File: config.mk
export PLATFORM = sky130hd
export DESIGN_NAME = mcart_prg_mapper
export DESIGN_NICKNAME = d
export VERILOG_FILES = /design/src/rtl/mcart_pkg.sv /design/src/rtl/mcart_cfg_regs.sv /design/src/rtl/mcart_bank_map.sv /design/src/rtl/mcart_mirror_sel.sv /design/src/rtl/mcart_prg_mapper.sv
export SDC_FILE = /design/constraint.sdc
export NUM_CORES = 1
export LEC_CHECK = 0
export ABC_AREA = 1
export BUFFER_PORTS_ARGS = -buffer_cell sky130_fd_sc_hd__buf_2
export CORE_MARGIN = 5
export CORE_UTILIZATION = 36
export DETAILED_ROUTE_END_ITERATION = 16
export PLACE_DENSITY = 0.77
export SYNTH_ARGS = -nofsm -noshare
export SYNTH_HDL_FRONTEND = slang
export SYNTH_SLANG_ARGS = --single-unit
File: constraint.sdc
create_clock -name clk -period 0.95 [get_ports clk]
set_clock_uncertainty 0.15 [all_clocks]
set_input_delay 0.0475 -clock clk [delete_from_list [all_inputs] [get_ports clk]]
set_output_delay 0.0475 -clock clk [all_outputs]
set_load 0.1 [all_outputs]
File: src/rtl/mcart_pkg.sv
package mcart_pkg;

    localparam int DATA_W   = 8;
    localparam int CPU_AW   = 16;
    localparam int INNER_W  = 3;
    localparam int OUTER_W  = 3;
    localparam int WIN_W    = 14;
    localparam int BANK_W   = OUTER_W + INNER_W;
    localparam int PRG_AW   = BANK_W + WIN_W;

    // Bit positions that the decode depends on
    localparam int SEL_DEC_BIT  = 13;  // select register loads when this address bit is 0
    localparam int GRP_DEC_BIT  = 14;  // group register loads when this address bit is 0
    localparam int WIN_BIT      = 14;  // window chooser inside the 32 KiB range
    localparam int MODE_HI_POS  = 3;   // in select data
    localparam int MODE_LO_POS  = 6;   // in group data
    localparam int HORIZ_POS    = 7;   // in group data
    localparam int OUT0_POS     = 4;
    localparam int OUT1_POS     = 5;
    localparam int OUT2_POS     = 0;

    typedef enum logic [1:0] {
        PM_SWITCH_FIXED = 2'd0,
        PM_SWITCH_EVEN  = 2'd1,
        PM_DUP16        = 2'd2,
        PM_PAIR32       = 2'd3
    } prg_mode_e;

    typedef struct packed {
        logic [INNER_W-1:0] inner;
        logic               mode_hi;
    } sel_cfg_t;

    typedef struct packed {
        logic               horiz;
        logic               mode_lo;
        logic [OUTER_W-1:0] outer;
    } grp_cfg_t;

endpackage

File: src/rtl/mcart_cfg_regs.sv
module mcart_cfg_regs
    import mcart_pkg::*;
#(
    parameter int AW = CPU_AW,
    parameter int DW = DATA_W
) (
    input  logic          clk,
    input  logic          rst,
    input  logic [AW-1:0] cpu_addr,
    input  logic [DW-1:0] cpu_data,
    input  logic          cpu_wr,
    output sel_cfg_t      sel_q,
    output grp_cfg_t      grp_q
);

    localparam int TOP_BIT = AW - 1;

    logic     wr_hit;
    logic     ld_sel;
    logic     ld_grp;
    sel_cfg_t sel_d;
    grp_cfg_t grp_d;
    logic     unused_data_bits;

    assign wr_hit = cpu_wr & cpu_addr[TOP_BIT];
    assign ld_sel = wr_hit & ~cpu_addr[SEL_DEC_BIT];
    assign ld_grp = wr_hit & ~cpu_addr[GRP_DEC_BIT];

    always_comb begin
        sel_d.inner   = cpu_data[INNER_W-1:0];
        sel_d.mode_hi = cpu_data[MODE_HI_POS];
        grp_d.horiz   = cpu_data[HORIZ_POS];
        grp_d.mode_lo = cpu_data[MODE_LO_POS];
        grp_d.outer   = {cpu_data[OUT2_POS], cpu_data[OUT1_POS], cpu_data[OUT0_POS]};
    end

    assign unused_data_bits = ^cpu_data[MODE_HI_POS-1:1];

    always_ff @(posedge clk) begin
        if (rst) begin
            sel_q <= '0;
        end else if (ld_sel) begin
            sel_q <= sel_d;
        end
    end

    always_ff @(posedge clk) begin
        if (rst) begin
            grp_q <= '0;
        end else if (ld_grp) begin
            grp_q <= grp_d;
        end
    end

endmodule

File: src/rtl/mcart_bank_map.sv
module mcart_bank_map
    import mcart_pkg::*;
#(
    parameter int IW = INNER_W,
    parameter int OW = OUTER_W
) (
    input  sel_cfg_t         sel,
    input  grp_cfg_t         grp,
    input  logic             upper_win,
    output logic [OW+IW-1:0] bank
);

    localparam logic [IW-1:0] LAST_INNER = {IW{1'b1}};

    prg_mode_e     mode;
    logic [IW-1:0] inner_even;
    logic [IW-1:0] inner_sel;

    assign mode       = prg_mode_e'({sel.mode_hi, grp.mode_lo});
    assign inner_even = {sel.inner[IW-1:1], 1'b0};

    always_comb begin
        unique case (mode)
            PM_SWITCH_FIXED: inner_sel = upper_win ? LAST_INNER : sel.inner;
            PM_SWITCH_EVEN:  inner_sel = upper_win ? LAST_INNER : inner_even;
            PM_DUP16:        inner_sel = sel.inner;
            PM_PAIR32:       inner_sel = {sel.inner[IW-1:1], upper_win};
            default:         inner_sel = sel.inner;
        endcase
    end

    assign bank = {grp.outer, inner_sel};

endmodule

File: src/rtl/mcart_mirror_sel.sv
module mcart_mirror_sel (
    input  logic horiz,
    input  logic ppu_a10,
    input  logic ppu_a11,
    output logic ciram_a10
);

    always_comb begin
        if (horiz) begin
            ciram_a10 = ppu_a11;
        end else begin
            ciram_a10 = ppu_a10;
        end
    end

endmodule

File: src/rtl/mcart_prg_mapper.sv
module mcart_prg_mapper
    import mcart_pkg::*;
(
    input  logic              clk,
    input  logic              rst,
    input  logic [CPU_AW-1:0] cpu_addr,
    input  logic [DATA_W-1:0] cpu_data,
    input  logic              cpu_wr,
    input  logic              ppu_a10,
    input  logic              ppu_a11,
    output logic [PRG_AW-1:0] prg_addr,
    output logic              ciram_a10
);

    sel_cfg_t          sel_q;
    grp_cfg_t          grp_q;
    logic [BANK_W-1:0] bank;

    mcart_cfg_regs #(
        .AW (CPU_AW),
        .DW (DATA_W)
    ) u_regs (
        .clk      (clk),
        .rst      (rst),
        .cpu_addr (cpu_addr),
        .cpu_data (cpu_data),
        .cpu_wr   (cpu_wr),
        .sel_q    (sel_q),
        .grp_q    (grp_q)
    );

    mcart_bank_map #(
        .IW (INNER_W),
        .OW (OUTER_W)
    ) u_map (
        .sel       (sel_q),
        .grp       (grp_q),
        .upper_win (cpu_addr[WIN_BIT]),
        .bank      (bank)
    );

    mcart_mirror_sel u_mirror (
        .horiz     (grp_q.horiz),
        .ppu_a10   (ppu_a10),
        .ppu_a11   (ppu_a11),
        .ciram_a10 (ciram_a10)
    );

    assign prg_addr = {bank, cpu_addr[WIN_W-1:0]};

endmodule

Yosys cells after proc, flatten, opt, wreduce, memory -nomap -nowiden. Cells that the tools add are included.

Word-level logic and storage cells: 18. Input bits: 29. Flip-flop bits (word level): 9.

Mux-type cells: 4. Reductions and logical operators: 1. Bitwise logic cells: 5. Eq/ne operators: 3.

Operators with widths (number): 3-bit case mux with 4 select lines (1); 3-bit 2-to-1 mux (2); 2-bit == test, second input constant (2); 1-bit AND (3); 2-bit by 1-bit == test with 1-bit output, second input constant (1); 2-bit logical NOT (1); 1-bit NOT (2); 1-bit 2-to-1 mux (1).

Depth between registers and ports, before layout.
Word-level depth: 2. Depth in mapped cells: 5.

Modules after synthesis. A second synthesis with hierarchy kept.

Cell total of the unflattened synthesis: 88. Area total of the unflattened synthesis: 580.6 µm².

By module, submodules not included: mcart_cfg_regs (area each 400.4 µm², times used 1, cells an instance 59, seq. area each 180.2 µm²); mcart_prg_mapper (area each 105.1 µm², times used 1, cells an instance 14, seq. area each 0.0 µm²); mcart_bank_map (area each 60.1 µm², times used 1, cells an instance 11, seq. area each 0.0 µm²); mcart_mirror_sel (area each 15.0 µm², times used 1, cells an instance 4, seq. area each 0.0 µm²).

Worst setup path after synthesis. No wires, ideal clock.

Path kind: register to output. Start point: reg u_regs.grp_q[3] (netlist name). End point: out prg_addr[14]. Path buffers: 0. Stages on the path, launching flop included: 4. Slack: -0.310 ns. Arrival time: 1.063 ns. Path through: dfxtp_1 > nand2_1 > o21ai_0 > nand2_1.

Word-level cells in the longest chain between the ends: 2. Elaborated cells between the ends (all ways): 5. Classes of those cells: eq/ne (3); mux (1); reduce/logical (1).

Ends and longest elaborated chain: 2-bit == test (tied with other cells) (RTL line mcart_bank_map.sv:23) `unique case (mode)`; 3-bit case mux with 4 select lines * (RTL line mcart_bank_map.sv:23); end: declaration (RTL line mcart_prg_mapper.sv:11) `output logic [PRG_AW-1:0] prg_addr,`.

Mark *: on every way between the ends. The rest lies on a longest branch, timed or not.

Worst setup path in the final report.
Start point: reg u_regs.grp_q[3] (netlist name). End point: out prg_addr[14].

Word-level cells in the longest chain between the ends: 2. Elaborated cells between the ends (all ways): 5. Classes of those cells: eq/ne (3); mux (1); reduce/logical (1).

Ends and longest elaborated chain (RTL line): 2-bit == test (tied with other cells) (mcart_bank_map.sv:23); 3-bit case mux with 4 select lines * (mcart_bank_map.sv:23).

Marked as above.

==> impl_metrics.csv <==
group,metric,value,unit
run_status,violations,"hold timing, setup timing",
global_routing,first_global_vias,498,
route,detail_route.iter0.violations,6,
route,wire_per_inst,10.60,um
pwr,power.leakage,0.4488,nW
global_routing,grt_use_total,0.1022,
route,ant_nets,0,
sta,timing.final.crit_period,1166,ps
route,post_drt_via_cell_ratio,4.246,
critical_path,worst_ep_required_time,750,ps
pwr,power.total,1.188,mW
run_status,run_status,"complete, but fails checks",
die,initial_utilization,0.3782,
yosys,post-synth-top-area-fraction,0.3200,
route,detailroute.via_count,518,
clock_network,cts_made_buffers,3,
yosys,yosys_register_bits,9,
critical_path,crit_fanout,3,
global_routing,grt_start_max_net_pins,11,
die,die_h,49.55,um
hold_path,worst_hold_startpoint,"cpu_addr[0]",
sta,post-route-worst-setup-slack,-216.0,ps
global_routing,grt_pass1_wl,2028,um
clock_network,cts-htree-levels,1,
hold_path,hold_end,"prg_addr[0]",
route,post_route_drc,0,
finish,layout.cells.most_common_list,"sky130_fd_sc_hd__nor2_1, sky130_fd_sc_hd__nand2_1, sky130_fd_sc_hd__buf_2",
critical_path,path_class,"register to output port",
route,met3_length,117,um
sta,maxSlewHeadroom,0.9104,
hold_path,number_of_cells_traversed_by_the_worst_hold_path,0,
clock_network,cts.sinks,9,
sta,slew_viol_final,0,
critical_path,critical_path.startpoint_type,"register",
finish,stdcell_area,858.3,um^2
route,routed_wl,1293,um
place,globalplace.congestion,0.7189,
clock_network,path_clk_slew,60,ps
clock_network,cts_tree,"yes",
place,dp.final_hpwl,924.9,um
sta,final.hold.worst_slack,-54.96,ps
yosys,yosysUniqueCellTypes,9,
route,detail_route.first_pass.iterations,4,
route,highest-signal-layer,"met4",
flow_run,maxcap_violations,0,
finish,nFillCells,127,
yosys,average_cell_area_after_synthesis,6.624,um^2
yosys,synthTopCellsByArea,"sky130_fd_sc_hd__dfxtp_1, sky130_fd_sc_hd__buf_4, sky130_fd_sc_hd__nand2_1",
finish,sequential_cell_area,186.4,um^2
critical_path,ff2ff_path_depth,5,
sta,setup-violations-final,7,
clock_network,clock_latency,260,ps
die,fp.dieW,49.55,um
yosys,synth_fp_nets,114,
finish,final_core_util,0.5765,
route,route.met2.wl,696,um
die,io_pins,50,
critical_path,reg2reg_to,"u_regs.grp_q[4]",
pwr,vdd_drop_max,0.0006609,V
sta,grt_setup_unrepaired,"yes",
sta,tightest_slew,134.5,ps
finish,final_layout_size_suffix_gt1_frac,0.4528,
finish,antenna-diode-count,0,
sta,share_of_the_cycle_needed_by_the_critical_path_after_routing,1.227,
yosys,synthCells,85,
clock_network,clock-root-buffer,"sky130_fd_sc_hd__clkbuf_4",
die,core-area,0.001489,mm^2
yosys,yosysTopAreaCell,"sky130_fd_sc_hd__dfxtp_1",
pwr,power_density,1384,mW/mm^2
finish,area_growth,52.44,%
yosys,mappedNetlistArea,563.0,um^2
yosys,part_of_the_yosys_area_used_for_sequential_elements,0.3200,
critical_path,ff2ff_setup_slack,40,ps
global_routing,global_route.overflow_total,0,
global_routing,grt_antenna_before_repair,0,
critical_path,critPathCaptureType,"output port",
place,placed_cell_area,705.7,um^2
yosys,synth_warnings,0,
place,post-place-cells,107,
finish,final_nets,136,
critical_path,r2r-start,"u_regs.grp_q[4]",
place,port_buffer_cells,23,
die,floorplan.die_area,0.002455,mm^2
finish,final-instance-count-excl-fill,122,
die,rows,14,
sta,finalHoldViolations,13,
sta,max_freq,857.7,MHz
finish,multiInputGateArea,234.0,um^2
route,detail_route.wirelength.met1,464,um
clock_network,cts-hold-fix-buffers,9,
hold_path,min_path_type,"input pin to output port",
critical_path,crit_arrival,970,ps
clock_network,ctsLongestPathBuffers,2,
[per-layer routing]
layer	GRT usage	vias up
li1	-	271
met1	0.1056	221
met2	0.1737	24
met3	0.03012	2
met4	0.06987	0
met5	0	-
[final cells by class]
class | instances | area share
timing repair buffer | 33 | 0.3907
sequential | 9 | 0.2172
clock buffer | 3 | 0.02624
tap | 16 | 0.02332
inverter | 12 | 0.05831
timing repair inverter | 1 | 0.005831
clock inverter | 1 | 0.005831
multi-input combinational | 47 | 0.2726
[cell usage after synthesis, drive strengths merged]
| master | n |
|---|---|
| nand2 | 26 |
| nor2 | 18 |
| buf | 17 |
| inv | 12 |
| dfxtp | 9 |
| nand3 | 2 |
| o21ai | 1 |
[worst max path at each step]
stage | startpoint | end | cells after the start
global placement | u_regs.sel_q[1] | prg_addr[14] | 3
finish | u_regs.grp_q[3] | prg_addr[14] | 4
detailed placement | u_regs.sel_q[1] | prg_addr[14] | 3
CTS | u_regs.grp_q[3] | prg_addr[14] | 4
global route | u_regs.grp_q[3] | prg_addr[14] | 4
floorplan | u_regs.sel_q[0] | prg_addr[14] | 3
[worst max-delay path: stages (launching register included)]
cell	delay [ps]
sky130_fd_sc_hd__dfxtp_2	350
sky130_fd_sc_hd__nand2_2	60
sky130_fd_sc_hd__o21ai_2	60
sky130_fd_sc_hd__nand2_2	80
sky130_fd_sc_hd__buf_12	170
[power by group]
group | switching, mW | total, mW | internal, mW
Combinational | 0.293 | 0.475 | 0.182
Clock | 0.143 | 0.298 | 0.155
Sequential | 0.0145 | 0.414 | 0.400
[timing repair]
item	in CTS	in global routing
setup buffers	1	0
gates cloned	0	1
pin swaps	3	3
resized for setup	9	5
hold endpoints to repair	22	13
endpoints found under the setup margin	7	8
[sequential cells by signal (all words and copies together) (netlist names)]
name and cells:
u_regs.sel_q 4, u_regs.grp_q 5
[metrics by stage]
stage | TNS, ps | hold slack, ps | worst slack [ps]
2_1_floorplan | -238.4 | 32.42 | -81.89
3_3_place_gp | 0 | -54.32 | 16.53
3_5_place_dp | -16.11 | -54.32 | -16.11
4_1_cts | -1002 | -54.32 | -251.5
5_1_grt | -1201 | -54.86 | -279.6
6_report | -921.1 | -54.96 | -216.0
[cells by family (layout without fill, tap and decap cells)]
| family | count (synthesis) | after routing | share of synthesized area |
|---|---|---|---|
| simple gates | 46 | 46 | 0.3555 |
| compound gates | 1 | 1 | 0.008880 |
| flops | 9 | 9 | 0.3200 |
| buf+inv | 29 | 50 | 0.3156 |
(Power assumes the default switching activity.)
